--- src/rtl/pwm_pair_pkg.sv ---
package pwm_pair_pkg;
  localparam int ADDR_W = 2;

  typedef enum logic [ADDR_W-1:0] {
    A_PERIOD = 2'd0,
    A_DUTY   = 2'd1,
    A_CTRL   = 2'd2,
    A_OUTBIT = 2'd3
  } reg_addr_e;

  typedef struct packed {
    logic oe;     // bit 3
    logic lvl;    // bit 2: 1 = active-low
    logic combo;  // bit 1: 1 = set/reset mode
    logic run;    // bit 0
  } ctrl_t;
endpackage

--- src/rtl/pwm_master_cnt.sv ---
module pwm_master_cnt #(
  parameter int CW = 16
) (
  input  logic          clk,
  input  logic          rst,
  input  logic          run,
  input  logic          tick,
  input  logic [CW-1:0] reload,
  output logic          evt,
  output logic          irq_q
);
  logic [CW-1:0] cnt;

  assign evt = tick && (cnt == '0);

  always_ff @(posedge clk) begin
    if (rst || !run)  cnt <= '0;
    else if (evt)     cnt <= reload;
    else if (tick)    cnt <= cnt - CW'(1);
  end

  always_ff @(posedge clk) begin
    if (rst) irq_q <= 1'b0;
    else     irq_q <= evt;
  end

  assert_period_dec_R2: assert property (@(posedge clk) disable iff (rst)
    (tick && cnt != '0) |=> (cnt == $past(cnt) - CW'(1)));
endmodule

--- src/rtl/pwm_slave_cnt.sv ---
module pwm_slave_cnt #(
  parameter int CW = 16
) (
  input  logic          clk,
  input  logic          rst,
  input  logic          run,
  input  logic          tick,
  input  logic          trig,
  input  logic [CW-1:0] reload,
  output logic          set_evt,
  output logic          rst_evt,
  output logic          irq_q
);
  logic [CW-1:0] cnt;
  logic          act;
  logic          pend;

  assign rst_evt = tick && act && (cnt == '0);
  assign set_evt = tick && pend;

  always_ff @(posedge clk) begin
    if (rst || !run) begin
      cnt  <= '0;
      act  <= 1'b0;
      pend <= 1'b0;
    end else if (tick) begin
      pend <= trig;
      if (trig) begin
        cnt <= reload;
        act <= 1'b1;
      end else if (rst_evt) begin
        act <= 1'b0;
      end else if (act) begin
        cnt <= cnt - CW'(1);
      end
    end
  end

  always_ff @(posedge clk) begin
    if (rst) irq_q <= 1'b0;
    else     irq_q <= rst_evt;
  end

  // reload only via the period interrupt
  assert_duty_no_reload_R3: assert property (@(posedge clk) disable iff (rst)
    (run && tick && !trig && act && cnt != '0) |=> (cnt == $past(cnt) - CW'(1)));
endmodule

--- src/rtl/pwm_out_ctl.sv ---
module pwm_out_ctl (
  input  logic clk,
  input  logic rst,
  input  logic combo,
  input  logic lvl,
  input  logic oe,
  input  logic sw_wr,
  input  logic sw_val,
  input  logic tog_evt,
  input  logic set_evt,
  input  logic rst_evt,
  output logic out_q
);
  logic act_lvl;
  logic tev;
  logic nxt;

  assign act_lvl = ~lvl;
  assign tev     = combo ? (set_evt || rst_evt) : tog_evt;

  always_comb begin
    if (oe && tev) begin
      if (combo) nxt = rst_evt ? ~act_lvl : act_lvl;
      else       nxt = ~out_q;
    end else if (sw_wr) begin
      nxt = sw_val;
    end else begin
      nxt = out_q;
    end
  end

  always_ff @(posedge clk) begin
    if (rst) out_q <= 1'b0;
    else     out_q <= nxt;
  end

  assert_reset_wins_R5: assert property (@(posedge clk) disable iff (rst)
    (oe && combo && set_evt && rst_evt) |=> (out_q == $past(lvl)));
  assert_toggle_flip_R9: assert property (@(posedge clk) disable iff (rst)
    (oe && !combo && tog_evt) |=> (out_q != $past(out_q)));
  assert_gate_hold_R10: assert property (@(posedge clk) disable iff (rst)
    (!oe && !sw_wr) |=> $stable(out_q));
  assert_quiet_hold_R8: assert property (@(posedge clk) disable iff (rst)
    (oe && !sw_wr && !set_evt && !rst_evt && !tog_evt) |=> $stable(out_q));
endmodule

--- src/rtl/pwm_pair_timer.sv ---
module pwm_pair_timer #(
  parameter int CW = 16
) (
  input  logic          clk,
  input  logic          rst,
  input  logic          cnt_en,
  input  logic          wr_en,
  input  logic [1:0]    wr_addr,
  input  logic [CW-1:0] wr_data,
  output logic          out_pin,
  output logic          mst_irq,
  output logic          slv_irq
);
  import pwm_pair_pkg::*;

  logic [CW-1:0] period_q;
  logic [CW-1:0] duty_q;
  ctrl_t         ctrl_q;
  logic          tick;
  logic          m_evt;
  logic          s_set;
  logic          s_rst;
  logic          sw_wr;

  always_ff @(posedge clk) begin
    if (rst) begin
      period_q <= '0;
      duty_q   <= '0;
      ctrl_q   <= '0;
    end else if (wr_en) begin
      case (wr_addr)
        A_PERIOD: period_q <= wr_data;
        A_DUTY:   duty_q   <= wr_data;
        A_CTRL:   ctrl_q   <= ctrl_t'(wr_data[3:0]);
        default:  ;
      endcase
    end
  end

  assign tick  = cnt_en && ctrl_q.run;
  assign sw_wr = wr_en && (wr_addr == A_OUTBIT);

  pwm_master_cnt #(.CW(CW)) u_master (
    .clk(clk), .rst(rst), .run(ctrl_q.run), .tick(tick),
    .reload(period_q), .evt(m_evt), .irq_q(mst_irq)
  );

  pwm_slave_cnt #(.CW(CW)) u_slave (
    .clk(clk), .rst(rst), .run(ctrl_q.run), .tick(tick), .trig(m_evt),
    .reload(duty_q), .set_evt(s_set), .rst_evt(s_rst), .irq_q(slv_irq)
  );

  pwm_out_ctl u_out (
    .clk(clk), .rst(rst), .combo(ctrl_q.combo), .lvl(ctrl_q.lvl),
    .oe(ctrl_q.oe), .sw_wr(sw_wr), .sw_val(wr_data[0]),
    .tog_evt(m_evt), .set_evt(s_set), .rst_evt(s_rst), .out_q(out_pin)
  );

  assert_irq_after_tick_R2: assert property (@(posedge clk) disable iff (rst)
    mst_irq |-> $past(cnt_en));
  assert_duty_irq_pulse_R4: assert property (@(posedge clk) disable iff (rst)
    slv_irq |-> $past(cnt_en));
endmodule

--- config.mk ---
export PLATFORM = sky130hd
export DESIGN_NAME = pwm_pair_timer
export DESIGN_NICKNAME = d
export VERILOG_FILES = /design/src/rtl/pwm_pair_pkg.sv /design/src/rtl/pwm_master_cnt.sv /design/src/rtl/pwm_slave_cnt.sv /design/src/rtl/pwm_out_ctl.sv /design/src/rtl/pwm_pair_timer.sv
export SDC_FILE = /design/constraint.sdc
export NUM_CORES = 1
export LEC_CHECK = 0
export BUFFER_PORTS_ARGS = -buffer_cell sky130_fd_sc_hd__buf_2
export CAP_MARGIN = 20
export CORE_AREA = 2 2 83 85
export CTS_BUF_LIST = sky130_fd_sc_hd__clkbuf_4
export DETAILED_ROUTE_END_ITERATION = 8
export DIE_AREA = 0 0 85 87
export GPL_ROUTABILITY_DRIVEN = 0
export GPL_TIMING_DRIVEN = 0
export PLACE_DENSITY = 0.75
export SETUP_SLACK_MARGIN = 0.2
export SYNTH_ARGS = -nofsm -noshare
export SYNTH_HDL_FRONTEND = slang
export SYNTH_SLANG_ARGS = --single-unit
--- constraint.sdc ---
create_clock -name clk -period 2 [get_ports clk]
set_input_delay 0.4 -clock clk [delete_from_list [all_inputs] [get_ports clk]]
set_output_delay 0.4 -clock clk [all_outputs]
set_load 0.02 [all_outputs]
* Yosys cells after proc, flatten, opt, wreduce, memory -nomap -nowiden *
Index checks and enable logic that the tools add are counted.

operators by class
  $add $sub $neg = 2
  eq/ne operators = 4
  multiplexer cells = 12
  bitwise operators = 2
  reductions and logical operators = 22

operators with widths
  cell                   count
  $mux 16                5
  $logic_not 16->1       2
  $sub 16x1->16 const B  2
  $reduce_and 2->1       4
  $reduce_bool 2->1      4
  $logic_and 1x1->1      7
  $mux 1                 7
  $eq 2x2->1 const B     2
  $reduce_and 3->1       1
  $eq 2x1->1 const B     1
  $logic_not 2->1        1
  $logic_or 1x1->1       2
  $ne 2x1->1 const B     1
  $not 1->1              2
  $logic_not 1->1        1

word-level totals
  bits in registers = 73
  input port bits = 22
  output and inout port bits = 3
  logic and storage cells = 55

* Logic depth before layout (Yosys ltp) *
Gate-level depths: netlist of run 1.

  word-level depth = 7
  mapped depth = 10
  gate-level depth less buffers = 8

* Hierarchy *
Synthesis of run 1 repeated with hierarchy kept, for this count alone.

unflattened totals
  cell total of the unflattened synthesis = 461
  area total of the unflattened synthesis = 4053.9 µm²

modules (own cells, without submodules)
  module          times used  cells each  area each (µm²)  seq. area each (µm²)
  pwm_pair_timer  1           140         1503.9           720.7
  pwm_slave_cnt   1           167         1258.7           380.4
  pwm_master_cnt  1           145         1211.2           340.3
  pwm_out_ctl     1           9           80.1             20.0

* Least setup slack after synthesis of run 1 *
OpenSTA, ideal clock, no wires.

  path kind = reg2reg
  from = register u_slave.cnt[0]
  to = register u_slave.cnt[14]
  library setup time = 130 ps
  arrival time = 1857 ps
  required time = 1870 ps
  setup slack = 13 ps
  stages on the path, launching flop included = 9
  buffers on the path = 0
  clock period less this slack = 1987 ps
  path through = dfxtp_1 inv_1 ha_1 or3b_2 nor3_2 nand3_1 nor4_1 mux2i_1 a211oi_1

on the way
  cells in the longest elaborated chain, start to end = 4
  elaborated cells between the ends (all ways) = 8
  classes of those cells = add/sub: 1; eq/ne: 1; mux: 3; reduce/logical: 3

RTL lines
  item                                               line                                      RTL
  start, declared                                    pwm_slave_cnt.sv:14                       logic [CW-1:0] cnt;
  start signal, assigned                             pwm_slave_cnt.sv:29                       cnt <= reload;
  start signal, assigned                             pwm_slave_cnt.sv:34                       cnt <= cnt - CW'(1);
  $sub 16x1->16 or $logic_not 16->1 (tied branches)  pwm_slave_cnt.sv:34, pwm_slave_cnt.sv:18
  $mux 16 or $logic_and 1x1->1 (tied branches)       pwm_slave_cnt.sv:33, pwm_slave_cnt.sv:18
  $mux 16 or $ne 2x1->1 (tied branches)              -
  $mux 16 or $reduce_and 3->1 (tied branches)        -

Several ways; a longest one is shown, not always the timed one. The select of a mux whose other input is x is not followed.
A chain may end at the register's enable or synchronous reset.

* Worst setup path after layout of run 1 *
  from = register u_master.cnt[1]
  to = register u_master.cnt[13]

on the way
  cells in the longest elaborated chain, start to end = 3
  elaborated cells between the ends (all ways) = 6
  classes of those cells = add/sub: 1; mux: 2; reduce/logical: 3

RTL lines
  item                                               line                                        RTL
  start, declared                                    pwm_master_cnt.sv:12                        logic [CW-1:0] cnt;
  start signal, assigned                             pwm_master_cnt.sv:18                        else if (evt) cnt <= reload;
  start signal, assigned                             pwm_master_cnt.sv:19                        else if (tick) cnt <= cnt - CW'(1);
  $sub 16x1->16 or $logic_not 16->1 (tied branches)  pwm_master_cnt.sv:19, pwm_master_cnt.sv:14
  $mux 16 or $logic_and 1x1->1 (tied branches)       pwm_master_cnt.sv:19, pwm_master_cnt.sv:14
  $mux 16 or $reduce_bool 2->1 (tied branches)       -

Several ways; a longest one is shown, not always the timed one. The select of a mux whose other input is x is not followed.

==> results.cfg, run 1 <==
[grt]
grt_pass1_wl_mm = 17.7
overflow = 0
grt_pass1_vias = 3561
antenna_found_initial = 0
grt.total_usage_pct = 30.7
grt_start_max_net_pins = 13

[sta]
rsz0062_at_grt = true
slew_violations = 0
finalCritPeriodShare_pct = 99.5
worst_pin_slew_ns = 0.831
maxSlewHeadroom_pct = 44.6
setup_violations = 0
fmaxAchievable_ghz = 0.502
hold_violations = 0
finalCriticalPeriod_ns = 1.99
finClkSkew_ns = 0.0197
timing.final.ws_setup_ns = 0.00945

[die]
io_pins = 25
core_area_mm2 = 0.00657
start_util_pct = 52.9
die_y_um = 87
num_rows = 30
dieArea_mm2 = 0.00740
die_w_um = 85

[yosys]
synth_top_cell_by_area = dfxtp_1
postSynthCellCount = 447
ys.warnings.count = 0
ys_top_cells_by_count = nand2_1, dfxtp_1, a21oi_1
ys_seq_area_share_pct = 42.0
synthTopCellsByArea = dfxtp_1, nand2_1, a21oi_1
synthArstFlopShare_pct = 0
postSynthAreaPerCell_um2 = 7.78
synth.most_common_cell = nand2_1
synth_top_area_share_pct = 42.0
synth_edf_count = 0
synth_cell_types = 52
synth_ff_type = dfxtp_1
syn-cell-area_mm2 = 0.00348
synth_nets = 472
ys_ff_latch = 73

[clock_network]
ctsHtreeMaxLevel = 3
cts_buffers = 9
cts_hold_buf = 0
root_buffer = clkbuf_4
cts_sinks = 73
clkLatencyLatePin_ns = 0.43
cts_buffer_depth = 2
cts_tree = built
cts.clk_slew.worst_paths_ns = 0.12

[cells_and_area]
final_nets = 547
area_growth_pct = 35.0
drive_gt1_share_pct = 31.1
diodes = 0
final_util_pct = 71.5
design_area_mm2 = 0.00469

[routing]
via_count = 3936
top_layer_used = met4
firstDrtPassIters = 5
drt-total-wl_mm = 12.1
route.antenna.remaining_nets = 0
drt_iter0_markers = 613
wl_per_cell_um = 19.9
drc_errors = 0
wl_met3_mm = 1.15
viasPerCell = 6.48
wl_met1_mm = 4.76
wl_met2_mm = 5.67

[critical_path]
path_max_fanout = 4
worst-endpoint-required_ns = 2.32
start_kind = flip-flop
cp-end-kind = flip-flop
critPathArrivalTime_ns = 2.31
worstSetupPathType = reg -> reg

[power]
power_mw = 2.85
p_leak_nw = 1.73
powerDensity_mw_per_mm2 = 608
ir_worst_vdd_uv = 528

[outcome]
status = complete, no violations

[placed_design]
dp_hpwl_mm = 6.95
placed_area_mm2 = 0.00374
pre_cts_ws_ns = -0.587
portBuffers = 24

[run]
max_cap_violations = 0

[hold_path]
min-delay-path-class = in -> reg
-- layout by cell type, fill, tap and decap left out, types with 3 or more instances in the layout --
master / count
clkbuf_4: 10
dfxtp_2: 10
nand2_1: 88
nor2_1: 24
nand3_1: 13
o21a_1: 4
nor3_1: 8
and2_1: 4
dfxtp_1: 62
a31oi_1: 6
a21oi_1: 60
inv_1: 4
a21oi_2: 6
nor3_4: 4
xnor2_1: 3
clkinv_2: 3
buf_2: 26
nand4_1: 7
nor4_4: 8
o21ai_0: 15
buf_8: 5
mux2i_1: 6
buf_6: 12
buf_4: 27
o31ai_1: 4
nor2_4: 5
nand3b_1: 3
or4_4: 4
bufinv_16: 3
o21ai_1: 5
clkbuf_1: 14
nand2_2: 5
and4_4: 3
a211oi_1: 8
-- final timing paths --
path / end / slack [ns] / start / cells past startpoint
max: u_master.cnt[13] / 0.009 / u_master.cnt[1] / 6
min: period_q[7] / 0.21 / wr_data[7] / 3
min reg2reg: period_q[2] / 0.47 / period_q[2] / 2
max reg2reg: u_master.cnt[13] / 0.009 / u_master.cnt[1] / 6
-- stage by stage --
stage          hold slack [ns]  setup TNS [ns]  instances
6_report                 0.210               0        607
5_1_grt                  0.224          -0.126        607
3_3_place_gp             0.445           -5.59        551
2_1_floorplan            0.432               0        447
3_5_place_dp             0.449           -5.88        551
4_1_cts                  0.211        -0.00591        594
-- what timing repair did --
| action | CTS | global route |
|---|---|---|
| gates cloned | 2 | 1 |
| pin swaps | 33 | 36 |
| endpoints found under the setup margin | 35 | 34 |
| gates resized for setup | 57 | 63 |
| buffers inserted | 25 | 12 |
-- metal layers --
layer  vias to the layer above  track usage (%)
met5                         -                0
met4                         0             17.7
met3                        57             6.16
met2                       266             48.5
met1                      1855             39.0
li1                       1758                -
-- registers in the layout (all words and copies together), names as in the netlist --
register	cells
u_slave.pend	1
u_slave.cnt	16
u_slave.act	1
u_master.irq_q	1
u_master.cnt	16
u_slave.irq_q	1
ctrl_q	4
duty_q	16
u_out.out_q	1
period_q	16
-- cell families after synthesis --
group,count (synthesis),share of synthesized area [%]
xor gates and xnor gates,5,1.26
AOI/OAI and AO/OA,124,20.5
muxes,6,1.73
adders and majority gates,3,1.08
buffers and inverters,29,3.63
and+or+nand+nor,207,29.8
DFF,73,42.0
-- final cells by class --
type / count / area (um^2)
Timing Repair Buffer: 64 / 487
Clock inverter: 7 / 109
Multi-Input combinational cell: 345 / 2280
Inverter: 6 / 22.5
Sequential cell: 73 / 1480
Buffer: 23 / 149
Tap cell: 80 / 100
Clock buffer: 9 / 67.6
Fill cell: 466 / 1870
-- worst max-delay path, cell delays in order (launching register included) --
cell,delay [ns]
dfxtp_2,0.35
or4_4,0.55
nor4_4,0.20
nand2_2,0.13
or4_4,0.45
a21oi_2,0.15
o32ai_1,0.08
-- power by group --
group | switching [mW] | total [mW] | internal, mW | leakage, nW
Sequential | 0.0194 | 1.50 | 1.48 | 0.596
Clock | 0.535 | 1.16 | 0.623 | 0.0971
Combinational | 0.121 | 0.197 | 0.0761 | 1.03
Total | 0.676 | 2.85 | 2.18 | 1.73
No activity file was read; power rests on OpenSTA's default activity.
==> inputs of run 2 (changes only) <==
Settings changed: CORE_AREA 2 2 83 85 to 2 2 89 91, DIE_AREA 0 0 85 87 to 0 0 91 93, RECOVER_POWER set to 100, SYNTH_HIERARCHICAL set to 1.
==> results.cfg, run 2 <==
[outcome]
status = finished, violations left
violations = negative setup slack

[placed_design]
placed_area_mm2 = 0.00437
pre_cts_ws_ns = -0.531
portBuffers = 24
dp_hpwl_mm = 7.60

[clock_network]
cts.clk_slew.worst_paths_ns = 0.12
cts_tree = built
root_buffer = clkbuf_4
cts_sinks = 73
ctsHtreeMaxLevel = 3
clkLatencyLatePin_ns = 0.42
cts_buffers = 9
cts_hold_buf = 0
cts_buffer_depth = 2

[critical_path]
worstSetupPathType = reg -> reg
worst_path_largest_cell_delay_ns = 0.33
worst-endpoint-required_ns = 2.28
path_max_fanout = 10
cp.buffers_inverters = 3
regToRegSetupSlack_ns = -0.19
path_cells = buf_2 -> nor2_1 -> nand2_2 -> nor2_4 -> and2_0 -> buf_4 -> buf_4 -> a22o_1 -> a31oi_1 -> a21oi_1
slowest_stage = dfxtp_1
start_kind = flip-flop
cp-end-kind = flip-flop
reg2reg_depth = 10
crit_top_cell = buf_4
cpLargestDelayFamily = simple AND/OR/NAND/NOR gates
reg2reg_to = u_slave/cnt[5]
critPathArrivalTime_ns = 2.47
worstReg2RegStart = u_master/cnt[10]

[yosys]
ys_seq_area_share_pct = 36.0
postSynthAreaPerCell_um2 = 8.79
synth.most_common_cell = dfxtp_1
ys_ff_latch = 73
ys.warnings.count = 6
synth_nets = 486
syn-cell-area_mm2 = 0.00405
synth_edf_count = 0
synthArstFlopShare_pct = 0
synthTopCellsByArea = dfxtp_1, mux2i_1, nand2b_1
synth_top_area_share_pct = 36.0
synth_ff_type = dfxtp_1
postSynthCellCount = 461
synth_cell_types = 71
ys_top_cells_by_count = dfxtp_1, nand2b_1, mux2i_1
synth_top_cell_by_area = dfxtp_1

[die]
num_rows = 32
die_w_um = 91
io_pins = 25
start_util_pct = 53.9
core_area_mm2 = 0.00753
die_y_um = 93
dieArea_mm2 = 0.00846

[routing]
viasPerCell = 6.40
drc_errors = 0
drt_iter0_markers = 286
wl_per_cell_um = 19.5
firstDrtPassIters = 5
route.antenna.remaining_nets = 0
drt-total-wl_mm = 12.6
via_count = 4141

[run]
max_cap_violations = 0

[cells_and_area]
final_util_pct = 68.6
drive_gt1_share_pct = 31.4
fillers = 613
final_nets = 566
area_growth_pct = 27.3
design_area_mm2 = 0.00516
diodes = 0
final_cell_mix = dfxtp_1, nand2b_1, mux2i_1
final_common_cell = dfxtp_1

[power]
p_leak_nw = 2.07
ir_worst_vdd_uv = 347
powerDensity_mw_per_mm2 = 481
power_mw = 2.48

[sta]
finalCriticalPeriod_ns = 2.19
finalCritPeriodShare_pct = 110
rsz0062_at_grt = true
finClkSkew_ns = 0.0167
setup_violations = 26
maxSlewHeadroom_pct = 50.0
timing.final.ws_setup_ns = -0.191
slew_violations = 0
worst_pin_slew_ns = 0.743
fmaxAchievable_ghz = 0.456
hold_violations = 0
whs_ns = 0.256

[grt]
grt_pass1_vias = 3794
antenna_found_initial = 0
grt_start_max_net_pins = 15
overflow = 0
grt_pass1_wl_mm = 18.9
grt.total_usage_pct = 28.3

[hold_path]
min_to = period_q[11]
holdCritStartpoint = wr_data[11]
holdPathStages = 3
min-delay-path-class = in -> reg
==> run 2: worst max path at each step <==
stage	cells past startpoint	end	slack, ns	startpoint
floorplan	10	u_slave/cnt[8]	-0.07	cnt_en
global placement	11	u_slave/cnt[1]	-0.48	cnt_en
detailed placement	11	u_slave/cnt[1]	-0.53	cnt_en
CTS	11	u_slave/cnt[0]	-0.13	u_master/cnt[1]
global route	11	u_slave/cnt[8]	-0.27	u_master/cnt[1]
finish	10	u_slave/cnt[5]	-0.19	u_master/cnt[10]
==> run 2: worst reg2reg max path: stages (launching register included) <==
cell,delay [ns]
dfxtp_1,0.33
buf_2,0.26
nor2_1,0.15
nand2_2,0.26
nor2_4,0.10
and2_0,0.17
buf_4,0.15
buf_4,0.14
a22o_1,0.22
a31oi_1,0.19
a21oi_1,0.09
==> run 2: power breakdown <==
| group | total [mW] | switching [mW] | internal [mW] |
|---|---|---|---|
| logic | 0.220 | 0.116 | 0.104 |
| registers | 1.50 | 0.0200 | 1.48 |
| clock network | 0.763 | 0.521 | 0.242 |
==> run 2: layer usage <==
metal  track usage [%]  wire (um)  vias up
li1                  -          -     1876
met1              33.3       4900     1973
met2              49.1       6310      236
met3              5.32        899       56
met4              14.5        504        0
met5                 0          0        -
==> run 2: area by class of cell <==
class                           count  area, um^2  share of cell area (%)
Multi-Input combinational cell    345        2640                    51.2
Sequential cell                    73        1480                    28.6
Timing Repair Buffer               69         508                    9.84
Buffer                             33         259                    5.02
Tap cell                          102         128                    2.47
Clock buffer                        9        67.6                    1.31
Inverter                           10        42.5                   0.824
Clock inverter                      6        36.3                   0.703
==> run 2: cell families (layout without fill, tap and decap cells) <==
kind of cell	count (synthesis)	in the layout	share of synthesized area [%]
simple gates	192	192	29.4
compound gates	109	109	18.3
flops	73	73	36.0
buf+inv	43	127	5.22
mux	40	40	9.88
fa+ha+maj	3	3	0.926
xor+xnor	1	1	0.216
==> run 2: timing repair <==
| item | CTS | global route |
|---|---|---|
| setup buffers | 35 | 6 |
| pin swaps | 24 | 28 |
| cloned | 4 | 0 |
| endpoints found under the setup margin | 30 | 35 |
| resized for setup | 34 | 57 |
| endpoints found under the hold margin | 0 | 0 |
==> run 2: metrics by stage <==
stage               cells  setup TNS (ns)
finish                647           -2.75
global route          647           -4.88
CTS                   641           -1.56
detailed placement    587           -7.94
global placement      587           -7.19
floorplan             461          -0.487
==> inputs of run 3 (changes only) <==
Settings changed: GPL_TIMING_DRIVEN 0 to unset.
Clock period 2 ns to 1.87 ns, I/O delays scaled along.
==> results.cfg, run 3 (synthesized netlist as in run 2, its figures left out) <==
[outcome]
status = finished, violations left
violations = negative setup slack

[grt]
grt_pass1_vias = 3903
antenna_found_initial = 0
grt.total_usage_pct = 27.2
grt_pass1_wl_mm = 18.6
grt_start_max_net_pins = 32
overflow = 0

[sta]
fmaxAchievable_ghz = 0.472
maxSlewHeadroom_pct = 44.9
finalCritPeriodShare_pct = 113
worst_pin_slew_ns = 0.827
slew_violations = 0
hold_violations = 0
setup-tns-final_ns = -3.51
timing.final.ws_setup_ns = -0.251
finalCriticalPeriod_ns = 2.12
whs_ns = 0.218
finClkSkew_ns = 0.0114
setup_violations = 20
rsz0062_at_grt = true

[cells_and_area]
final_util_pct = 72.3
diodes = 0
drive_gt1_share_pct = 37.6
final-instance-count-excl-fill = 660
seq_area_mm2 = 0.00147
fillers = 530
final_cell_mix = buf_4, dfxtp_1, nand2b_1
multi_input_area_mm2 = 0.00278
design_area_mm2 = 0.00544
area_growth_pct = 34.2
final_common_cell = buf_4
final_nets = 578

[die]
core_area_mm2 = 0.00753
die_y_um = 93
dieArea_mm2 = 0.00846
io_pins = 25
die_w_um = 91
start_util_pct = 53.9
num_rows = 32

[routing]
firstDrtPassIters = 5
viasPerCell = 6.26
route.antenna.remaining_nets = 0
wl_per_cell_um = 18.9
drt_iter0_markers = 397
drc_errors = 0
drt-total-wl_mm = 12.5
via_count = 4132

[placed_design]
placed_area_mm2 = 0.00469
pre_cts_ws_ns = -0.241
dp_hpwl_mm = 7.65
portBuffers = 24
dp.cells = 624

[hold_path]
min-delay-path-class = in -> reg
holdPathStages = 3
holdCritStartpoint = wr_data[4]

[clock_network]
ctsHtreeMaxLevel = 3
cts_tree = built
cts_sinks = 73
cts_buffer_depth = 2
cts.clk_slew.worst_paths_ns = 0.13
root_buffer = clkbuf_4
clkLatencyLatePin_ns = 0.43
cts_hold_buf = 0
cts_buffers = 9

[critical_path]
crit_start = u_master/cnt[1]
worstSetupPathType = reg -> reg
cp-end-kind = flip-flop
worstReg2RegStart = u_master/cnt[1]
worst-endpoint-required_ns = 2.15
path_max_fanout = 5
start_kind = flip-flop
reg2reg_depth = 9
critPathArrivalTime_ns = 2.40

[power]
powerDensity_mw_per_mm2 = 507
ir_worst_vdd_uv = 384
p_leak_nw = 2.18
power_mw = 2.76

[run]
max_cap_violations = 0
[run 3: changes by cell type in the layout (fill, tap and decap cells not counted), sizes merged]
| cell | delta |
|---|---|
| and4b | +1 |
| clkinvlp | +3 |
| buf | +23 |
| clkinv | -3 |
| clkbuf | -11 |
[run 3: repair_timing]
| item | in CTS | in global routing |
|---|---|---|
| buffers inserted | 5 | 13 |
| resized for setup | 47 | 64 |
| endpoints found under the setup margin | 35 | 35 |
| gates cloned | 1 | 1 |
| pin swaps | 20 | 39 |
[run 3: path summary, 6_finish.rpt]
| kind | slack [ns] | to |
|---|---|---|
| hold / removal | 0.22 | duty_q[4] |
| setup / recovery | -0.25 | u_slave/cnt[7] |
| setup reg to reg | -0.25 | u_slave/cnt[7] |
| hold reg to reg | 0.49 | period_q[5] |
[run 3: critical path, cell delays in order (launching register included)]
cell and delay, ns:
dfxtp_2 0.35, inv_2 0.08, ha_4 0.13, nor3b_4 0.23, nand4b_1 0.21, nor2_4 0.25
o21ai_2 0.10, or3_1 0.32, a22oi_1 0.16, a221oi_1 0.11
[run 3: area by class of cell]
| class | instances | area share, % |
|---|---|---|
| multi-input combinational | 346 | 51.1 |
| inverter | 10 | 0.897 |
| clock inverter | 6 | 0.828 |
| tap | 102 | 2.35 |
| clock buffer | 10 | 1.38 |
| timing repair buffer | 113 | 16.4 |
| sequential | 73 | 27.0 |
[run 3: report_power, final]
group / internal (mW) / total [mW] / switching (mW) / leakage (nW)
clock: 0.289 / 0.916 / 0.627 / 0.0586
combinational: 0.114 / 0.234 / 0.120 / 1.53
sequential: 1.58 / 1.61 / 0.0224 / 0.594
[run 3: routing by layer]
| layer | share of wire [%] | vias to the layer above | track usage [%] |
|---|---|---|---|
| met3 | 6.1 | 55 | 4.59 |
| met5 | 0 | - | 0 |
| met2 | 50 | 185 | 46.0 |
| met4 | 3.9 | 0 | 11.4 |
| li1 | - | 1890 | - |
| met1 | 40 | 2002 | 34.6 |
